===== src/rtl/adc_rd_ctrl.sv =====
module adc_rd_ctrl #(
  parameter int SCLK_HALF   = 10,
  parameter int CONV_CYC    = 375,
  parameter int CSH_CYC     = 12,
  parameter int ACQ_CYC     = 75,
  parameter int PWR_INT_CYC = 1000000,
  parameter int PWR_EXT_CYC = 500
) (
  input  logic       clk,
  input  logic       rst,
  input  logic       use_int_ref,
  input  logic       mode_byte,
  input  logic       start,
  input  logic       abort,
  input  logic       adc_sdo_i,
  output logic       adc_sel_n_o,
  output logic       adc_sck_o,
  output logic       busy,
  output logic       res_valid,
  output logic [9:0] res_data,
  output logic [1:0] res_sub,
  output logic       frame_err
);
  function automatic int imax(input int a, input int b);
    return (a > b) ? a : b;
  endfunction

  localparam int TMAX = imax(imax(imax(PWR_INT_CYC, PWR_EXT_CYC), imax(CONV_CYC, ACQ_CYC)),
                             imax(CSH_CYC, SCLK_HALF));
  localparam int TW = $clog2(TMAX + 1);
  localparam int NB_SHORT = 11;
  localparam int NB_LONG  = 16;
  localparam int NW = $clog2(NB_LONG + 1);

  typedef enum logic [2:0] {S_PWR, S_IDLE, S_CONV, S_SHIFT, S_GAP, S_HOLD} st_t;

  st_t           st;
  logic [TW-1:0] tmr;
  logic [NW-1:0] nclk;
  logic [NB_LONG-1:0] sh;
  logic          byte_q;
  logic          s1, s2, s3;

  wire eoc_rise  = s2 & ~s3;
  wire half_done = (tmr == TW'(SCLK_HALF - 1));
  wire [NW-1:0] last_clk = byte_q ? NW'(NB_LONG - 1) : NW'(NB_SHORT - 1);
  wire [TW-1:0] pwr_lim  = use_int_ref ? TW'(PWR_INT_CYC - 1) : TW'(PWR_EXT_CYC - 1);

  assign busy = (st != S_IDLE);

  always_ff @(posedge clk) begin
    s1 <= adc_sdo_i;
    s2 <= s1;
    s3 <= s2;
  end

  always_ff @(posedge clk) begin
    res_valid <= 1'b0;
    if (rst) begin
      st          <= S_PWR;
      tmr         <= '0;
      nclk        <= '0;
      sh          <= '0;
      byte_q      <= 1'b0;
      adc_sel_n_o <= 1'b1;
      adc_sck_o   <= 1'b0;
      res_data    <= '0;
      res_sub     <= '0;
      frame_err   <= 1'b0;
    end else begin
      case (st)
        S_PWR: begin
          if (tmr == pwr_lim) begin
            st  <= S_IDLE;
            tmr <= '0;
          end else tmr <= tmr + 1'b1;
        end
        S_IDLE: begin
          if (start) begin
            st          <= S_CONV;
            adc_sel_n_o <= 1'b0;
            byte_q      <= mode_byte;
            tmr         <= '0;
          end
        end
        S_CONV: begin
          if (abort) begin
            st          <= S_HOLD;
            adc_sel_n_o <= 1'b1;
            tmr         <= '0;
          end else if (eoc_rise || tmr == TW'(CONV_CYC - 1)) begin
            st   <= S_SHIFT;
            tmr  <= '0;
            nclk <= '0;
          end else tmr <= tmr + 1'b1;
        end
        S_SHIFT: begin
          if (abort) begin
            st          <= S_HOLD;
            adc_sel_n_o <= 1'b1;
            adc_sck_o   <= 1'b0;
            tmr         <= '0;
          end else if (half_done) begin
            tmr <= '0;
            if (!adc_sck_o) begin
              adc_sck_o <= 1'b1;
              sh        <= {sh[NB_LONG-2:0], s2};
            end else begin
              adc_sck_o <= 1'b0;
              nclk      <= nclk + 1'b1;
              if (nclk == last_clk) begin
                st          <= S_GAP;
                adc_sel_n_o <= 1'b1;
                res_valid   <= 1'b1;
                if (byte_q) begin
                  res_data  <= sh[14:5];
                  res_sub   <= sh[4:3];
                  frame_err <= ~sh[15];
                end else begin
                  res_data  <= sh[9:0];
                  res_sub   <= 2'b00;
                  frame_err <= ~sh[10];
                end
              end
            end
          end else tmr <= tmr + 1'b1;
        end
        S_GAP: begin
          if (tmr == TW'(CSH_CYC - 1)) begin
            st  <= S_IDLE;
            tmr <= '0;
          end else tmr <= tmr + 1'b1;
        end
        S_HOLD: begin
          if (tmr == TW'(ACQ_CYC - 1)) begin
            st  <= S_IDLE;
            tmr <= '0;
          end else tmr <= tmr + 1'b1;
        end
        default: st <= S_PWR;
      endcase
    end
  end
endmodule


===== config.mk =====
export PLATFORM = sky130hd
export DESIGN_NAME = adc_rd_ctrl
export DESIGN_NICKNAME = d
export VERILOG_FILES = /design/src/rtl/adc_rd_ctrl.sv
export SDC_FILE = /design/constraint.sdc
export NUM_CORES = 1
export LEC_CHECK = 0
export ABC_CLOCK_PERIOD_IN_PS = 2800
export BUFFER_PORTS_ARGS = -buffer_cell sky130_fd_sc_hd__buf_4
export CAP_MARGIN = 20
export CORE_MARGIN = 2
export CORE_UTILIZATION = 30
export CTS_BUF_LIST = sky130_fd_sc_hd__clkbuf_16
export CTS_CLUSTER_SIZE = 10
export DETAILED_ROUTE_END_ITERATION = 12
export PLACE_DENSITY = 0.46
export SLEW_MARGIN = 10
export SYNTH_ARGS = -nofsm -noshare
export SYNTH_HDL_FRONTEND = slang
export SYNTH_SLANG_ARGS = --single-unit

===== constraint.sdc =====
create_clock -name clk -period 2.8 [get_ports clk]
set_clock_uncertainty 0.05 [all_clocks]
set_input_delay 0.14 -clock clk [delete_from_list [all_inputs] [get_ports clk]]
set_output_delay 0.14 -clock clk [all_outputs]
set_load 0.02 [all_outputs]

==> flow_summary.yaml, run 1 <==
run_status:
  status: "completed"
sta:
  fin_crit_ns: 2.669
  tns_ns: 0
  fmax_mhz: 374.6
  worst_slew_pin_slew_ns: 0.4816
  finalSetupViolCount: 0
  rsz0062_at_grt: "false"
  post-route-period-util_pct: 95.33
  relSlewSlack_pct: 67.90
  slew_viol_final: 0
  hold_violations: 0
final_layout:
  num_antenna_cells: 0
  final_cells: 556
  synthToLayoutAreaGrowth_pct: 19.42
  nFillCells: 1142
  ff_latch_area_mm2: 0.001281
  drive_gt1_share_pct: 17.07
  nNetsFinal: 426
  multi_input_area_mm2: 0.001819
floorplan:
  die-area_mm2: 0.01176
  pin_count: 24
  start_util_pct: 30.46
  die_x_um: 108.5
  rows: 38
  die_y_um: 108.5
  coreArea_mm2: 0.01075
synthesis:
  synth_simple_gate_area_share_pct: 28.86
  synth.net_count: 399
  synth-edff-count: 0
  synth-compound-area-share_pct: 13.57
  synth-adder-area-share_pct: 3.058
  synthMuxAreaShare_pct: 5.657
  yosys.area_share.xor_xnor_pct: 4.281
  yosysUniqueCellTypes: 59
  synth_top_family_by_area: "simple AND/OR/NAND/NOR gates"
  ys_seq_area_share_pct: 39.14
  synthesis.area_mm2: 0.003273
  synth-seq-cells: 64
  netlist_instances: 384
  async_flop_share_pct: 0
  ys.flop_type: "dfxtp_1"
  ys_warn_count: 0
  avgSynthCellArea_um2: 8.524
detailed_routing:
  wire_per_inst_um: 14.14
  drc: 0
  firstDrtPassIters: 4
  viasPerCell: 4.897
  dr_total_vias: 2723
  ant_nets: 0
  routed_wl_um: 7862
  drt-initial-drc-count: 161
cts:
  clockRootBuffer: "clkbuf_16"
  worstSkewPairLatency_ns: 0.33
  clk_pin_slew_ns: 0.06
  cts_buffers: 9
  cts_num_sinks: 64
  cts_tree: "yes"
  cts_max_path_buffers: 2
  htreeDepth: 3
  cts_setup_buffers: 0
global_routing:
  use_met2_pct: 20.94
  busiest_layer: "met2"
  grt_max_degree: 47
  gr-usage-met1_pct: 20.25
  grt_pass1_vias: 2606
  antenna_found_initial: 0
  grt.total_usage_pct: 14.30
  met3_usage_pct: 3.797
  grt_pass1_wl_um: 13110
  overflow: 0
pwr:
  p_per_area_mw_per_mm2: 532.7
  p_leak_nw: 1.405
  peakVddDrop_mv: 0.2808
critical_path:
  cpMaxStageDelayCell: "or4b_4"
  startpoint_type: "register"
  crit_type: "reg2reg"
  path_delay_family: "simple AND/OR/NAND/NOR gates"
  cp_data_required_time_ns: 2.97
  arrival_ns: 2.84
  r2r_cells: 6
  path_buf_inv: 0
  cp_num_cells: 6
  r2r_slack_ns: 0.13
  cp_max_fo: 7
  cp_cell_sequence: "or4_4 -> or4b_4 -> o31ai_2 -> nand2_1 -> a211oi_4 -> mux2_4"
  end_kind: "register"
  slowest_delay_ns: 0.60
place:
  place_inst: 539
  gp_congestion: 0.7592
  port_buffers: 23
  hpwl_um: 5587
min_path:
  hold_path_class: "in2reg"
  min_path_cells: 3
flow_run:
  max_cap_violations: 0
-- state kept, by name (all words and copies together), names as in the netlist --
signal / cells
res_data: 10
s1: 1
nclk: 5
s3: 1
st: 3
adc_sck_o: 1
adc_sel_n_o: 1
byte_q: 1
frame_err: 1
res_sub: 2
res_valid: 1
tmr: 20
s2: 1
sh: 16
-- worst min-delay path, stage by stage --
cell	delay (ns)
buf_4	0.08
mux2i_1	0.05
nor2_1	0.07
-- metal layers --
layer,vias to the layer above,wire length (µm)
li1,1406,-
met1,1262,4004
met2,42,3469
met3,13,273
met4,0,115
met5,-,0
-- per-stage QoR --
stage / util [%] / power, mW / hold WS (ns) / instance area, µm² / setup WS (ns)
3_3_place_gp: 33.49 / 0.9963 / 0.1963 / 3598 / 0.1412
4_1_cts: 36.33 / 2.112 / 0.01593 / 3904 / 0.09132
6_report: 36.38 / 2.082 / 0.01388 / 3909 / 0.1307
2_1_floorplan: - / 0.9806 / 0.1177 / 3273 / 0.1685
3_5_place_dp: 33.49 / 0.9961 / 0.2019 / 3598 / 0.09162
5_1_grt: 36.38 / 2.158 / 0.04464 / 3909 / 0.02431
-- timing repair --
| item | in CTS | in global routing |
|---|---|---|
| resized for setup | 0 | 1 |
| hold buffers | 1 | 0 |
| endpoints found under the setup margin | 0 | 14 |
| hold endpoints to repair | 1 | 0 |
-- cell usage after synthesis (2+ instances only) --
library cell / number / area, µm²
mux2i_1: 17 / 170.2
o41ai_1: 2 / 17.52
or2_2: 2 / 12.51
and3_2: 3 / 22.52
dfxtp_1: 64 / 1281
nand2_1: 45 / 168.9
clkbuf_1: 11 / 41.29
nand4_1: 4 / 25.02
buf_6: 6 / 67.56
a31oi_1: 2 / 12.51
nor3b_1: 2 / 15.01
nor2b_1: 7 / 43.79
nor3_1: 9 / 45.04
xor2_1: 7 / 61.31
buf_4: 4 / 30.03
ha_1: 8 / 100.1
nor2_1: 49 / 183.9
and4b_1: 2 / 20.02
nand3b_1: 2 / 15.01
nand4b_1: 2 / 17.52
o2111ai_1: 2 / 17.52
nor4_1: 6 / 37.54
nand2b_1: 3 / 18.77
xnor2_1: 9 / 78.83
o21ai_0: 10 / 50.05
and3_1: 9 / 56.30
or3_1: 6 / 37.54
a21oi_1: 25 / 125.1
a211oi_1: 12 / 90.09
inv_1: 8 / 30.03
o31ai_1: 2 / 15.01
nor4bb_1: 3 / 30.03
and2_1: 4 / 25.02
nand3_1: 12 / 60.06
-- cell families after synthesis --
family | Yosys count
and+or+nand+nor | 180
AOI/OAI and AO/OA | 67
DFF | 64
buffers and inverters | 31
muxes | 18
xor gates and xnor gates | 16
adders and majority gates | 8
-- path summary, 6_finish.rpt --
check,startpoint,end
worst max-delay path,tmr[11],st[1]
worst min-delay path,mode_byte,byte_q
worst max register to register,tmr[11],st[1]
worst min register to register,s1,s2
-- cells in the final DEF, fill, tap and decap left out, types with 8 or more instances in the layout --
cell / n
dfxtp_1: 64
nor2_1: 49
nand2_1: 45
buf_4: 37
a21oi_1: 25
mux2i_1: 17
a211oi_1: 12
nand3_1: 12
o21ai_0: 10
nor3_1: 9
and3_1: 9
xnor2_1: 9
clkbuf_16: 9
inv_1: 8
ha_1: 8
-- area by class of cell --
type / instances / area share (%)
Multi-Input combinational cell: 289 / 46.54
Timing Repair Buffer: 39 / 7.875
Clock inverter: 7 / 1.793
Clock buffer: 9 / 5.762
Inverter: 8 / 0.7682
Sequential cell: 64 / 32.78
Tap cell: 140 / 4.481
-- where the power goes --
part	switching (mW)	internal (mW)	total [mW]
Sequential	0.00620	0.917	0.923
Clock	0.418	0.687	1.11
Combinational	0.0340	0.0200	0.0540
Total	0.459	1.62	2.08
No activity file was read; power rests on OpenSTA's default activity.
==> inputs of run 2 (changes only) <==
--- a/config.mk
+++ b/config.mk
@@ -5,8 +5,9 @@
 export SDC_FILE = /design/constraint.sdc
 export NUM_CORES = 1
 export LEC_CHECK = 0
+export ABC_AREA = 1
 export ABC_CLOCK_PERIOD_IN_PS = 2800
-export BUFFER_PORTS_ARGS = -buffer_cell sky130_fd_sc_hd__buf_4
+export BUFFER_PORTS_ARGS = -buffer_cell sky130_fd_sc_hd__buf_2
 export CAP_MARGIN = 20
 export CORE_MARGIN = 2
 export CORE_UTILIZATION = 30
==> flow_summary.yaml, run 2 <==
run_status:
  status: "completed"
min_path:
  hold_path_class: "in2reg"
  worst_hold_startpoint: "mode_byte"
global_routing:
  overflow: 0
  grt_pass1_vias: 2927
  grt_pass1_wl_um: 13870
  antenna_found_initial: 0
  grt.total_usage_pct: 14.70
  grt_max_degree: 32
detailed_routing:
  drc: 0
  ant_nets: 0
  routed_wl_um: 7962
  drt-initial-drc-count: 124
  viasPerCell: 4.655
  firstDrtPassIters: 5
  dr_total_vias: 2951
  wire_per_inst_um: 12.56
synthesis:
  ys_seq_area_share_pct: 38.18
  yosysTopAreaCellShare_pct: 38.18
  synth_common_cells: "87 x nor2_1, 76 x nand2_1, 64 x dfxtp_1"
  synth.net_count: 480
  ys.flop_type: "dfxtp_1"
  synth-edff-count: 0
  avgSynthCellArea_um2: 7.217
  synthesis.area_mm2: 0.003356
  yosysUniqueCellTypes: 35
  synth_area_leaders: "dfxtp_1 38%, nor2_1 9.7%, nand2_1 8.5%"
  ys_warn_count: 0
  post-synth-top-count-cell: "nor2_1"
  netlist_instances: 465
  synth_top_area_cell: "dfxtp_1"
  async_flop_share_pct: 0
  synth-seq-cells: 64
critical_path:
  crit_type: "reg2reg"
  arrival_ns: 2.26
  r2r_start: "st[1]"
  end_kind: "register"
  startpoint_type: "register"
  cp_max_fo: 17
  cp_data_required_time_ns: 2.96
  startpoint: "st[1]"
sta:
  relSlewSlack_pct: 42.27
  hold_violations: 0
  fmax_mhz: 475.3
  post-route-period-util_pct: 75.14
  rsz0062_at_grt: "false"
  worst_slew_pin_slew_ns: 0.8649
  fin_crit_ns: 2.104
  slew_viol_final: 0
  tns_ns: 0
  finalSetupViolCount: 0
floorplan:
  die-area_mm2: 0.01205
  die_x_um: 109.8
  die_y_um: 109.8
  coreArea_mm2: 0.01089
  start_util_pct: 30.82
  rows: 38
  pin_count: 24
place:
  gp_congestion: 0.7882
  port_buffers: 23
  hpwl_um: 5825
final_layout:
  most-common-layout-cells: "87 x nor2_1, 76 x nand2_1, 64 x dfxtp_1"
  nNetsFinal: 504
  regMostFlops: "tmr"
  nFillCells: 1168
  synthToLayoutAreaGrowth_pct: 16.63
  reg_top3: "tmr: 20 flops, sh: 16 flops, res_data: 10 flops"
  largest_reg_flops: 20
  final_common_cell: "nor2_1"
  num_antenna_cells: 0
  drive_gt1_share_pct: 14.78
  fin_util_pct: 35.95
pwr:
  p_leak_nw: 1.591
  peakVddDrop_mv: 0.3101
  p_per_area_mw_per_mm2: 684.5
cts:
  worstSkewPairLatency_ns: 0.33
  cts_num_sinks: 64
  cts.repair.resized: 0
  clockRootBuffer: "clkbuf_16"
  cts_max_path_buffers: 2
  hold_buffers: 1
  cts_buffers: 9
  clk_pin_slew_ns: 0.06
  cts_tree: "yes"
  htreeDepth: 3
  cts_setup_buffers: 0
flow_run:
  max_cap_violations: 0
==> run 2: cell types whose count changed after synthesis, sizes merged, moves of 12 or more <==
cell	previous run	this run
nand3	12	34
nor2	49	97
o21ai	12	39
a211oi	13	0
inv	8	43
and3	12	0
nand2	45	79
==> run 2: report_power, final <==
part | total [mW] | leakage (nW) | switching, mW | internal, mW
combinational | 0.477 | 0.924 | 0.322 | 0.155
sequential | 1.00 | 0.518 | 0.0506 | 0.953
clock | 1.20 | 0.149 | 0.420 | 0.778
total | 2.68 | 1.59 | 0.793 | 1.89
==> run 2: path summary, 6_finish.rpt <==
kind	depth (start not counted)	slack, ns	end
setup / recovery	7	0.70	sh[15]
hold reg to reg	0	0.28	s2
setup reg to reg	7	0.70	sh[15]
hold / removal	3	0.05	byte_q
==> run 2: area by class of cell <==
type	count	area (µm²)	area share, %
flip-flops and latches	64	1281	32.74
multi-input cells	343	1819	46.48
inverters	43	161.4	4.124
well taps	140	175.2	4.476
clock buffers	9	225.2	5.754
repair buffers	28	155.1	3.964
clock inverters	7	96.34	2.462
==> run 2: cells by family after synthesis <==
kind of cell / after synthesis / share of synthesized area, %
AOI/OAI and AO/OA: 72 / 11.19
xor gates and xnor gates: 17 / 4.437
adders and majority gates: 8 / 2.983
buffers and inverters: 58 / 7.606
DFF: 64 / 38.18
muxes: 10 / 2.983
and+or+nand+nor: 236 / 32.62
==> run 2: through the flow <==
step | hold slack [ns] | power (mW) | worst slack (ns) | instance area, µm² | instances
final | 0.04535 | 2.679 | 0.6960 | 3914 | 634
after CTS | 0.02983 | 2.726 | 0.6832 | 3914 | 634
after floorplan | 0.1177 | 1.393 | 1.055 | 3356 | 465
after detailed placement | 0.1944 | 1.504 | 0.7184 | 3582 | 617
after global placement | 0.1949 | 1.506 | 0.7767 | 3582 | 617
after global routing | 0.04293 | 2.851 | 0.4163 | 3914 | 634
==> run 2: per-layer routing <==
metal  vias to the layer above  global-route usage, %  share of wire (%)
met3                         9                  3.675                3.6
met4                         0                  4.521                1.4
li1                       1559                      -                  -
met5                         -                      0                  0
met2                        36                  23.15                 45
met1                      1347                  19.73                 50
==> run 2: worst max-delay path: stages, from the launching register on <==
cell	delay, ns
dfxtp_1	0.54
nand3_2	0.23
nor2_2	0.20
nand2_1	0.13
nor2_4	0.34
inv_2	0.21
o21ai_0	0.20
a21oi_1	0.06
